[src/rtl/msfa_pkg.sv]
package msfa_pkg;

    typedef enum logic [1:0] {
        FMT_TWOS = 2'b00,
        FMT_ONES = 2'b01,
        FMT_SMAG = 2'b10,
        FMT_RSVD = 2'b11
    } fmt_e;

    // Reserved code folds onto two's complement
    function automatic fmt_e resolve_fmt(input logic [1:0] code);
        fmt_e f;
        f = fmt_e'(code);
        if (f == FMT_RSVD) f = FMT_TWOS;
        return f;
    endfunction

endpackage

[src/rtl/msfa_twos.sv]
module msfa_twos #(
    parameter int N = 8
) (
    input  logic [N-1:0] a_i,
    input  logic [N-1:0] b_i,
    output logic [N-1:0] sum_o,
    output logic         ovf_o
);
    logic [N:0] full;
    logic       carry_into_msb;

    always_comb begin
        full           = {1'b0, a_i} + {1'b0, b_i};
        carry_into_msb = a_i[N-1] ^ b_i[N-1] ^ full[N-1];
        sum_o          = full[N-1:0];
        ovf_o          = carry_into_msb ^ full[N];
    end
endmodule

[src/rtl/msfa_ones.sv]
module msfa_ones #(
    parameter int N = 8
) (
    input  logic [N-1:0] a_i,
    input  logic [N-1:0] b_i,
    output logic [N-1:0] sum_o,
    output logic         ovf_o
);
    logic [N:0]   full;
    logic [N-1:0] wrapped;

    always_comb begin
        full    = {1'b0, a_i} + {1'b0, b_i};
        // end-around carry; cannot carry again
        wrapped = full[N-1:0] + {{(N-1){1'b0}}, full[N]};
        ovf_o   = (a_i[N-1] == b_i[N-1]) && (wrapped[N-1] != a_i[N-1]);
        sum_o   = (&wrapped) ? '0 : wrapped;
    end
endmodule

[src/rtl/msfa_smag.sv]
module msfa_smag #(
    parameter int N = 8
) (
    input  logic [N-1:0] a_i,
    input  logic [N-1:0] b_i,
    output logic [N-1:0] sum_o,
    output logic         ovf_o
);
    localparam int MW = N - 1;

    logic          sa, sb, res_sign, a_ge;
    logic [MW-1:0] ma, mb, res_mag;
    logic [MW:0]   mag_add;

    always_comb begin
        sa       = a_i[N-1];
        sb       = b_i[N-1];
        ma       = a_i[MW-1:0];
        mb       = b_i[MW-1:0];
        mag_add  = {1'b0, ma} + {1'b0, mb};
        a_ge     = (ma >= mb);
        ovf_o    = 1'b0;
        if (sa == sb) begin
            res_mag  = mag_add[MW-1:0];
            res_sign = sa;
            ovf_o    = mag_add[MW];
        end else begin
            res_mag  = a_ge ? (ma - mb) : (mb - ma);
            res_sign = a_ge ? sa : sb;
        end
        if (res_mag == '0) res_sign = 1'b0;
        sum_o = {res_sign, res_mag};
    end
endmodule

[src/rtl/msfa_adder.sv]
module msfa_adder
    import msfa_pkg::*;
#(
    parameter int N = 8
) (
    input  logic [N-1:0] a_i,
    input  logic [N-1:0] b_i,
    input  logic [1:0]   fmt_i,
    output logic [N-1:0] sum_o,
    output logic         ovf_o
);
    logic [N-1:0] twos_sum, ones_sum, smag_sum;
    logic         twos_ovf, ones_ovf, smag_ovf;
    fmt_e         fmt;

    msfa_twos #(.N(N)) u_twos (.a_i(a_i), .b_i(b_i), .sum_o(twos_sum), .ovf_o(twos_ovf));
    msfa_ones #(.N(N)) u_ones (.a_i(a_i), .b_i(b_i), .sum_o(ones_sum), .ovf_o(ones_ovf));
    msfa_smag #(.N(N)) u_smag (.a_i(a_i), .b_i(b_i), .sum_o(smag_sum), .ovf_o(smag_ovf));

    always_comb begin
        fmt = resolve_fmt(fmt_i);
        unique case (fmt)
            FMT_ONES: begin sum_o = ones_sum; ovf_o = ones_ovf; end
            FMT_SMAG: begin sum_o = smag_sum; ovf_o = smag_ovf; end
            default:  begin sum_o = twos_sum; ovf_o = twos_ovf; end
        endcase
    end
endmodule

[config.mk]
export PLATFORM = sky130hd
export DESIGN_NAME = msfa_adder
export DESIGN_NICKNAME = d
export VERILOG_FILES = /design/src/rtl/msfa_pkg.sv /design/src/rtl/msfa_twos.sv /design/src/rtl/msfa_ones.sv /design/src/rtl/msfa_smag.sv /design/src/rtl/msfa_adder.sv
export SDC_FILE = /design/constraint.sdc
export NUM_CORES = 1
export LEC_CHECK = 0
export BUFFER_PORTS_ARGS = -buffer_cell sky130_fd_sc_hd__buf_2
export CAP_MARGIN = 10
export CORE_MARGIN = 3
export CORE_UTILIZATION = 31
export DETAILED_ROUTE_END_ITERATION = 8
export PLACE_DENSITY = 0.49
export SYNTH_ARGS = -nofsm -noshare
export SYNTH_HDL_FRONTEND = slang
export SYNTH_SLANG_ARGS = --single-unit
export TNS_END_PERCENT = 10
[constraint.sdc]
create_clock -name vclk -period 3.6
set_input_delay 0.36 -clock vclk [all_inputs]
set_output_delay 0.36 -clock vclk [all_outputs]
set_load 0.005 [all_outputs]
# Yosys cells after proc, flatten, opt, wreduce, memory -nomap -nowiden
# Index checks and enable logic that the tools add are counted.
# classes
n_addsub	5
order_cmp	1
n_eq_ne	5
n_mux	10
bitwise_logic	3
reduce_logical	3
# ops
operator	n
$pmux W8 S2	1
$mux W7	2
$sub A7 B7 Y7	2
$add A8 B8 Y9	1
$add A7 B7 Y8	1
$add A8 B1 Y8	1
$mux W8	1
$reduce_and A8 Y1	1
$ge A7 B7 Y1	1
$logic_not A7 Y1	1
$eq A2 B2 Y1 const B	2
$mux W1	4
$xor A1 B1 Y1	3
$eq A2 B1 Y1 const B	1
$mux W2	1
$pmux W1 S2	1
$eq A1 B1 Y1	1
$logic_and A1 B1 Y1	1
$ne A1 B1 Y1	1
# totals
regBits	0
input_bits	18
output_inout_bits	9
elab_cells	27

# Depth between registers and ports, before layout
# Gate-level depths: netlist (run 1).
# depth
ltp_word	6
ltp_mapped	18
ltp_nobuf	18

# Cells and area by module
# Synthesis (run 1) repeated with hierarchy kept, for this count alone.
# unflattened
hier_cells	271
hier_area_um2	2149.6
# modules_own_cells
mod	n_inst	cells_each	area_each_um2	seq_area_each_um2
msfa_smag	1	121	960.9	0.0
msfa_ones	1	70	583.1	0.0
msfa_twos	1	45	365.4	0.0
msfa_adder	1	35	240.2	0.0

# Worst setup path before layout (run 1)
# OpenSTA, ideal clock, no wires.
# synth_path
kind	in2out
startpoint	input a_i[0]
endpoint	output sum_o[4]
arrival_ps	3309
required_time_ps	3240
setup_slack_ps	-69
path_stages	17
path_buffers	0
cell_sequence	ha_1 > inv_1 > fa_1 > nor2_1 > o211a_1 > o21ai_0 > nor2b_1 > o21bai_1 > a21o_1 > ha_1 > nor3b_2 > o21ai_1 > or3_4 > a41oi_4 > nor4b_2 > a21oi_1 > o22ai_2
# synth_via
elab_chain_len	5
word_cells_on_any_way	11
# synth_rtl
item	line_no	rtl
from (decl)	msfa_adder.sv:6	input logic [N-1:0] a_i,
$add A8 B8 Y9	msfa_twos.sv:13, msfa_ones.sv:13	
$add A8 B1 Y8	msfa_ones.sv:15	wrapped = full[N-1:0] + {{(N-1){1'b0}}, full[N]};
$reduce_and A8 Y1	msfa_ones.sv:17	sum_o = (&wrapped) ? '0 : wrapped;
$mux W8	msfa_ones.sv:17	
$pmux W8 S2 (*)	msfa_adder.sv:22	unique case (fmt)
to (decl)	msfa_adder.sv:9	output logic [N-1:0] sum_o,
# Mark *: on every way between the ends. The rest lies on a longest branch, timed or not.

# Worst setup path after layout (run 1)
# layout_path
startpoint	input a_i[3]
endpoint	output sum_o[2]
# layout_via
elab_chain_len	5
word_cells_on_any_way	8
# layout_rtl
item	line_no	rtl
$add A8 B8 Y9	msfa_ones.sv:13	full = {1'b0, a_i} + {1'b0, b_i};
$add A8 B1 Y8	msfa_ones.sv:15	
$reduce_and A8 Y1	msfa_ones.sv:17	
$mux W8	msfa_ones.sv:17	
$pmux W8 S2 (*)	msfa_adder.sv:22	
# Marks and branches as above.

==> results.toml, run 1 <==
[run_status]
status = "finished, violations left"
failing_checks = "negative setup slack"

[layout]
nets = 338
finalInstanceArea_um2 = 2370
diodes = 0
layout_utilization = 0.491
regArea_um2 = 0
n_sequential_cell = 0
syn_to_final_growth_pct = 49.3
clock_buffer_count = 0
final_layout_size_suffix_gt1_frac = 0.415

[power_and_ir_drop]
net-switching-power_mw = 0.250
power.share.switching = 0.528
clock_network_power_share = 0
powerDensity_nw_per_um2 = 200
cell_internal_pwr_mw = 0.224
power_frac_seq = 0
cell_leakage_power_nw = 1.11
max-vdd-ir-drop_mv = 0.0574
power.share.combinational = 1.000

[routing]
ant_nets = 0
drt-wirelength-per-cell_um = 14.1
firstDrtPassIters = 4
drc = 0
avgViaCountPerCell = 5.22
detailroute.via_count = 1858
drt_iter0_drc = 67
wl_mm = 5.04

[placed_design]
placedInstanceArea_um2 = 2120
numPortBuffers = 27
half_perimeter_wire_length_after_detailed_placement_mm = 4.03
gp_congestion = 0.847
dp_worst_setup_slack_ns = -0.399

[sta]
period_needed_ns = 3.85
grt_setup_unrepaired = "yes"
totalNegativeSetupSlack_ns = -1.53
finalHoldViolCount = 0
worst_slack_ns = -0.247
slew_headroom = 0.465
finalCritPeriodShare = 1.07
peak_freq_mhz = 260
tightestPinTransition_ns = 0.796
report.final.setup_viol = 9
slew_violations = 0

[synth]
synth.mux.area_fraction = 0.0268
synthesis.instances = 214
yosys.area_share.adder = 0.243
synth.yosys.seq_area_share = 0
synth-compound-area-share = 0.365
synthDistinctLibCells = 63
syn-mean-instance-area_um2 = 7.41
synth_top_family_by_area = "compound AO/OA/AOI/OAI gates"
synth.cell_area_um2 = 1590
synth.yosys.warnings = 0
post_synth_and_or_nand_nor_area_fraction = 0.193
synthXorXnorAreaFrac = 0.0663
syn_nets = 261

[run]
max_cap_viol_count = 0

[floorplan]
die_h_um = 77.5
floorplan.core_area_um2 = 4820
initial_core_util = 0.329
die_width_um = 77.5
io_pins = 27
design.die.area_um2 = 6010
rows = 25

[grt]
grt_use_total = 0.164
grt_start_max_net_pins = 19
overflow = 0
wire_length_of_the_first_global_routing_pass_mm = 8.47
first_global_vias = 1796
grt_antenna_before_repair = 0

[critical_path]
critical_path.endpoint_type = "output pin"
cp_cell_sequence = "buf_2, ha_2, or2_1, o211a_1, o21ai_2, nor2b_4, o21bai_1, a21o_1, ha_4, ha_4, xnor2_2, nand4b_1, nor3_4, a41oi_4, buf_6, a32oi_2, o22ai_1, buf_2"
critical_path_stages = 18
cp-start-kind = "input port"
setup.worst_path.class = "in -> out"
worst-endpoint-arrival_ns = 3.49
path_delay_family = "compound AO/OA/AOI/OAI gates"
cp_max_fo = 5
cp.required_ns = 3.24
critical-path-slowest-cell = "sky130_fd_sc_hd__or2_1"
cp.buffers_inverters = 3
critical_path.max_stage_delay_ns = 0.26

[hold_path]
class_of_the_tightest_hold_or_removal_check = "in -> out"
timing.hold.worst_path_depth = 5

[clock_network]
cts-hold-fix-buffers = 0
-- logic make-up (layout without fill, tap and decap cells) --
family          after synthesis  in the layout
buf+inv                      39            114
compound gates               77             77
simple gates                 53             53
xor+xnor                     12             12
mux                           4              4
fa+ha+maj                    29             29
-- layout by cell type (no fill, tap or decap), drive strengths merged, types with 3 or more instances in the layout --
cell type and n:
o211ai 3, nand2b 3, nand3 7, ha 26, a21o 3, o21ai 13, o21bai 3, inv 29
nor2b 3, a221oi 4, a31oi 3, nand2 7, o22ai 5, nand4 3, xnor2 10, a21oi 18
a32oi 4, nor2 13, a211oi 5, buf 84, fa 3, or3 5
-- per-layer routing --
layer | vias to the layer above | track usage | share of wire
li1 | 935 | - | -
met1 | 851 | 0.229 | 0.46
met2 | 64 | 0.286 | 0.48
met3 | 8 | 0.00464 | 0.047
met4 | 0 | 0.0231 | 0.016
met5 | - | 0 | 0
-- cells in the mapped netlist (3+ instances only) --
master,instances,area share
sky130_fd_sc_hd__a211oi_1,3,0.014
sky130_fd_sc_hd__a21o_1,3,0.014
sky130_fd_sc_hd__a21oi_1,18,0.057
sky130_fd_sc_hd__a221oi_1,3,0.017
sky130_fd_sc_hd__a31oi_1,3,0.012
sky130_fd_sc_hd__a32oi_1,4,0.022
sky130_fd_sc_hd__buf_2,4,0.013
sky130_fd_sc_hd__fa_1,3,0.038
sky130_fd_sc_hd__ha_1,26,0.21
sky130_fd_sc_hd__inv_1,29,0.069
sky130_fd_sc_hd__nand2_1,7,0.017
sky130_fd_sc_hd__nand2b_1,3,0.012
sky130_fd_sc_hd__nand3_1,7,0.022
sky130_fd_sc_hd__nand4_1,3,0.012
sky130_fd_sc_hd__nor2_1,12,0.028
sky130_fd_sc_hd__o21ai_0,11,0.035
sky130_fd_sc_hd__o21bai_1,3,0.014
sky130_fd_sc_hd__o22ai_1,4,0.016
sky130_fd_sc_hd__or3_1,4,0.016
sky130_fd_sc_hd__xnor2_1,10,0.055
-- worst min-delay path, delay by kind of cell --
family	cells	cell delay (ns)
xor gates and xnor gates	1	0.06
muxes	1	0.09
buffers and inverters	2	0.23
AOI/OAI and AO/OA	1	0.17
-- power groups by stage --
stage	Combinational [mW]	Clock (mW)	Sequential, mW
3_3_place_gp	0.423	0	0
6_report	0.474	0	0
2_1_floorplan	0.254	0	0
4_1_cts	0.442	0	0
3_5_place_dp	0.417	0	0
5_1_grt	0.520	0	0
-- worst paths after layout --
path | startpoint | to | slack (ns)
worst min-delay path | a_i[7] | ovf_o | 1.28
worst max-delay path | a_i[3] | sum_o[2] | -0.25
-- metrics by stage --
| stage | hold slack (ns) | power (mW) | cells |
|---|---|---|---|
| 6_report | 1.28 | 0.474 | 356 |
| 3_3_place_gp | 1.26 | 0.423 | 347 |
| 5_1_grt | 1.33 | 0.520 | 356 |
| 4_1_cts | 1.30 | 0.442 | 356 |
| 2_1_floorplan | 0.946 | 0.254 | 214 |
| 3_5_place_dp | 1.30 | 0.417 | 347 |
-- timing repair --
| action | 4_1_cts | 5_1_grt |
|---|---|---|
| pin swaps | 10 | 15 |
| endpoints found under the setup margin | 9 | 9 |
| resized for setup | 16 | 20 |
| setup buffers | 9 | 0 |
| cloned | 0 | 0 |
-- final cells by class --
type	instances	area (um^2)
Fill cell	502	2450
Multi-Input combinational cell	175	1590
Timing Repair Buffer	84	583
Inverter	30	113
Tap cell	67	83.8
Note: power is estimated with default switching activity, not from simulation.
==> inputs of run 2 (changes only) <==
--- a/config.mk
+++ b/config.mk
@@ -5,6 +5,7 @@
 export SDC_FILE = /design/constraint.sdc
 export NUM_CORES = 1
 export LEC_CHECK = 0
+export ABC_AREA = 1
 export BUFFER_PORTS_ARGS = -buffer_cell sky130_fd_sc_hd__buf_2
 export CAP_MARGIN = 10
 export CORE_MARGIN = 3
==> results.toml, run 2 <==
[critical_path]
cp-start-kind = "input port"
cp_max_fo = 8
critical_path.endpoint_type = "output pin"
setup.worst_path.class = "in -> out"
worst-endpoint-arrival_ns = 3.02
cp.required_ns = 3.24

[sta]
tightestPinTransition_ns = 0.341
totalNegativeSetupSlack_ns = 0
finalCritPeriodShare = 0.939
slew_violations = 0
timing.hold.ws_ns = 1.13
finalHoldViolCount = 0
peak_freq_mhz = 296
slew_headroom = 0.772
worst_slack_ns = 0.218
period_needed_ns = 3.38
report.final.setup_viol = 0

[synth]
synth.cells.most_frequent = "98 x sky130_fd_sc_hd__nand2_1, 50 x sky130_fd_sc_hd__inv_1, 29 x sky130_fd_sc_hd__nor2_1"
synthDistinctLibCells = 33
synth.cell_area_um2 = 1730
yosysTopAreaCellShare = 0.213
synth.yosys.seq_area_share = 0
synth.yosys.warnings = 0
synthesis.instances = 310
post-synth-top-count-cell = "sky130_fd_sc_hd__nand2_1"
syn_nets = 357
syn-mean-instance-area_um2 = 5.58
post_synth_main_area_contributors = "sky130_fd_sc_hd__nand2_1 21%, sky130_fd_sc_hd__ha_1 19%, sky130_fd_sc_hd__inv_1 11%, sky130_fd_sc_hd__nor2_1 6.3%, sky130_fd_sc_hd__nand3_1 6.1%"
synth_top_area_cell = "sky130_fd_sc_hd__nand2_1"

[layout]
nets = 388
n_sequential_cell = 0
layout.cells.non_filler = 409
clock_buffer_count = 0
final_layout_size_suffix_gt1_frac = 0.224
mostFrequentLayoutCell = "sky130_fd_sc_hd__nand2_1"
regArea_um2 = 0
final_cell_mix = "97 x sky130_fd_sc_hd__nand2_1, 49 x sky130_fd_sc_hd__inv_1, 27 x sky130_fd_sc_hd__buf_2"
finalInstanceArea_um2 = 2030
syn_to_final_growth_pct = 17.3
layout_utilization = 0.387
diodes = 0

[routing]
detailroute.via_count = 1966
avgViaCountPerCell = 4.81
firstDrtPassIters = 4
wl_mm = 4.81
drc = 0
ant_nets = 0
drt-wirelength-per-cell_um = 11.8
drt_iter0_drc = 79

[power_and_ir_drop]
report.power.total_mw = 0.397
cell_leakage_power_nw = 1.17
powerDensity_nw_per_um2 = 196
max-vdd-ir-drop_mv = 0.0561

[floorplan]
floorplan.core_area_um2 = 5240
initial_core_util = 0.330
design.die.area_um2 = 6510
die_width_um = 80.7
rows = 26
die_h_um = 80.7
io_pins = 27

[placed_design]
numPlacedInstances = 407
numPortBuffers = 27
dp_worst_setup_slack_ns = 0.0316
half_perimeter_wire_length_after_detailed_placement_mm = 4.14
gp_congestion = 0.854
placedInstanceArea_um2 = 1950

[run]
max_cap_viol_count = 0

[grt]
grt_start_max_net_pins = 13
first_global_vias = 1853
wire_length_of_the_first_global_routing_pass_mm = 8.00
grt_antenna_before_repair = 0
grt_use_total = 0.150
overflow = 0

[run_status]
status = "finished, final reports clean"

[hold_path]
class_of_the_tightest_hold_or_removal_check = "in -> out"
run 2: cell count changes after synthesis, sizes merged, moves of 6 or more:
cell   delta
nand2    +98
inv      +27
nor2     +21
nand3    +16
xnor2     -9
xor2      +8
nand4     +6
run 2: path summary, 6_finish.rpt:
path       end    from  cells after the start  slack [ns]
max   sum_o[7]  a_i[3]                     21        0.22
min      ovf_o  a_i[7]                      5        1.13
run 2: report_power, final:
| part | internal, mW | total (mW) | switching (mW) |
|---|---|---|---|
| clock network | 0 | 0 | 0 |
| logic | 0.153 | 0.397 | 0.245 |
| registers | 0 | 0 | 0 |
| total | 0.153 | 0.397 | 0.245 |
run 2: area by class of cell:
class	instances	area [um^2]
Tap cell	70	87.6
Timing Repair Buffer	36	203
Multi-Input combinational cell	247	1530
Inverter	56	213
Fill cell	605	3210
run 2: logic make-up after synthesis:
| family | synth area share |
|---|---|
| AND/OR/NAND/NOR | 0.445 |
| AO/OA/AOI/OAI | 0.120 |
| XOR/XNOR | 0.0600 |
| buffers and inverters | 0.153 |
| adder cells (fa/ha/maj) | 0.223 |
run 2: worst max-delay path, cell delays in order:
cell and delay, ns:
sky130_fd_sc_hd__buf_2 0.10, sky130_fd_sc_hd__inv_1 0.04, sky130_fd_sc_hd__ha_1 0.41, sky130_fd_sc_hd__nor2_2 0.21, sky130_fd_sc_hd__nand3_2 0.10, sky130_fd_sc_hd__nand3_2 0.10
sky130_fd_sc_hd__a21oi_1 0.08, sky130_fd_sc_hd__o21bai_2 0.18, sky130_fd_sc_hd__ha_2 0.23, sky130_fd_sc_hd__ha_4 0.14, sky130_fd_sc_hd__nand2_1 0.07, sky130_fd_sc_hd__nand3b_1 0.16
sky130_fd_sc_hd__nand2_1 0.10, sky130_fd_sc_hd__nand4_1 0.11, sky130_fd_sc_hd__nor2_2 0.18, sky130_fd_sc_hd__nand3_4 0.14, sky130_fd_sc_hd__nand2_2 0.07, sky130_fd_sc_hd__nand2_1 0.05
sky130_fd_sc_hd__nand2_1 0.05, sky130_fd_sc_hd__nand2_1 0.05, sky130_fd_sc_hd__buf_2 0.12
run 2: metal layers:
metal,up-vias,global-route usage,wire [um]
li1,1027,-,-
met1,896,0.210,2380
met2,39,0.262,2180
met3,4,0.0101,218
met4,0,0.0118,31
met5,-,0,0
run 2: what timing repair did:
item | CTS | global route
endpoints found under the setup margin | 0 | 9
buffers inserted | 0 | 2
resized for setup | 0 | 16
hold buffers | 0 | 0
==> inputs of run 3 (changes only) <==
==> constraint.sdc (replaced) <==
create_clock -name vclk -period 3.6
set_input_delay 0.18 -clock vclk [all_inputs]
set_output_delay 0.18 -clock vclk [all_outputs]
set_load 0.005 [all_outputs]
==> results.toml, run 3 (same netlist as run 2, synthesis figures left out) <==
[critical_path]
setup.worst_path.class = "in -> out"
cp.required_ns = 3.42
critical_path.endpoint_type = "output pin"
cp.buffers_inverters = 4
cp_max_fo = 8
path_delay_family = "simple AND/OR/NAND/NOR gates"
worst-endpoint-arrival_ns = 3.00
critical_path_stages = 22
critical_path.max_stage_delay_ns = 0.38
cp-start-kind = "input port"
timing_endpoint_of_the_critical_path = "sum_o[7]"
timing.critical_path.mode_cell = "sky130_fd_sc_hd__nand2_1"
setup.worst_path.start = "a_i[0]"
critical-path-slowest-cell = "sky130_fd_sc_hd__fa_1"
cp_cell_sequence = "buf_2, ha_1, inv_1, fa_1, inv_1, nand3_1, nand3_1, a21oi_1, o21bai_1, ha_1, ha_1, nand2_1, nand3b_1, nand2_1, nand4_1, nor2_2, nand3_4, nand2_1, nand2_1, nand2_1, nand2_1, buf_2"

[layout]
diodes = 0
final_layout_size_suffix_gt1_frac = 0.168
multiInputGateArea_um2 = 1470
syn_to_final_growth_pct = 11.2
finalInstanceArea_um2 = 1920
mostFrequentLayoutCell = "sky130_fd_sc_hd__nand2_1"
final_cell_mix = "98 x sky130_fd_sc_hd__nand2_1, 50 x sky130_fd_sc_hd__inv_1, 29 x sky130_fd_sc_hd__nor2_1"
clock_buffer_count = 0
nets = 382
n_sequential_cell = 0
regArea_um2 = 0
layout.filler_cells = 602

[floorplan]
die_width_um = 80.7
io_pins = 27
die_h_um = 80.7
design.die.area_um2 = 6510
initial_core_util = 0.330
rows = 26
floorplan.core_area_um2 = 5240

[hold_path]
class_of_the_tightest_hold_or_removal_check = "in -> out"
timing.hold.worst_path_depth = 5

[power_and_ir_drop]
power.share.combinational = 1.000
report.power.total_mw = 0.373
power.share.switching = 0.631
max-vdd-ir-drop_mv = 0.0681
powerDensity_nw_per_um2 = 194
clock_network_power_share = 0
power_frac_seq = 0
cell_internal_pwr_mw = 0.138
cell_leakage_power_nw = 1.14
net-switching-power_mw = 0.235

[sta]
tightestPinTransition_ns = 0.350
totalNegativeSetupSlack_ns = 0
peak_freq_mhz = 315
slew_headroom = 0.766
grt_setup_unrepaired = "no"
timing.hold.ws_ns = 0.773
period_needed_ns = 3.18
report.final.setup_viol = 0
slew_violations = 0
finalHoldViolCount = 0
finalCritPeriodShare = 0.882
worst_slack_ns = 0.425

[placed_design]
numPortBuffers = 27
gp_congestion = 0.875
dp_worst_setup_slack_ns = 0.430
placedInstanceArea_um2 = 1920
half_perimeter_wire_length_after_detailed_placement_mm = 4.16

[routing]
firstDrtPassIters = 5
avgViaCountPerCell = 4.84
drt_iter0_drc = 110
drt-wirelength-per-cell_um = 11.8
ant_nets = 0
wl_mm = 4.75
detailroute.via_count = 1949
drc = 0

[grt]
wire_length_of_the_first_global_routing_pass_mm = 8.22
grt_use_met3 = 0.00561
grt_start_max_net_pins = 13
global_route.usage.met2 = 0.276
grt.busiest_layer = "met2"
overflow = 0
first_global_vias = 1868
grt_antenna_before_repair = 0
grt_use_met1 = 0.214
grt_use_total = 0.154

[clock_network]
cts-hold-fix-buffers = 0
post_cts.resized_instances = 0
cts_setup_buffers = 0

[run_status]
status = "finished, final reports clean"

[run]
max_cap_viol_count = 0
[run 3: worst min-delay path by stage]
stage | start | endpoint | slack, ns
final | a_i[7] | ovf_o | 0.77
after global routing | a_i[7] | ovf_o | 0.81
after CTS | a_i[7] | ovf_o | 0.78
after detailed placement | a_i[7] | ovf_o | 0.78
after global placement | a_i[7] | ovf_o | 0.77
after floorplan | a_i[7] | ovf_o | 0.52
[run 3: power by group through the flow]
stage                     sequential, mW  combinational [mW]  clock [mW]
final                                  0               0.373           0
after CTS                              0               0.375           0
after global placement                 0               0.377           0
after global routing                   0               0.430           0
after detailed placement               0               0.372           0
after floorplan                        0               0.274           0
[run 3: layout make-up]
class / count / share of cell area
inverters: 56 / 0.111
multi-input cells: 247 / 0.762
well taps: 70 / 0.0455
repair buffers: 30 / 0.0819
[run 3: metrics by stage]
stage                     std cells   util
after floorplan                 310      -
after global placement          403  0.367
after detailed placement        403  0.367
after CTS                       403  0.367
after global routing            403  0.367
final                           403  0.367
[run 3: layer usage]
metal	vias to the layer above	part of all wire
li1	1010	-
met1	887	0.49
met2	50	0.46
met3	2	0.046
met4	0	0.0027
met5	-	0
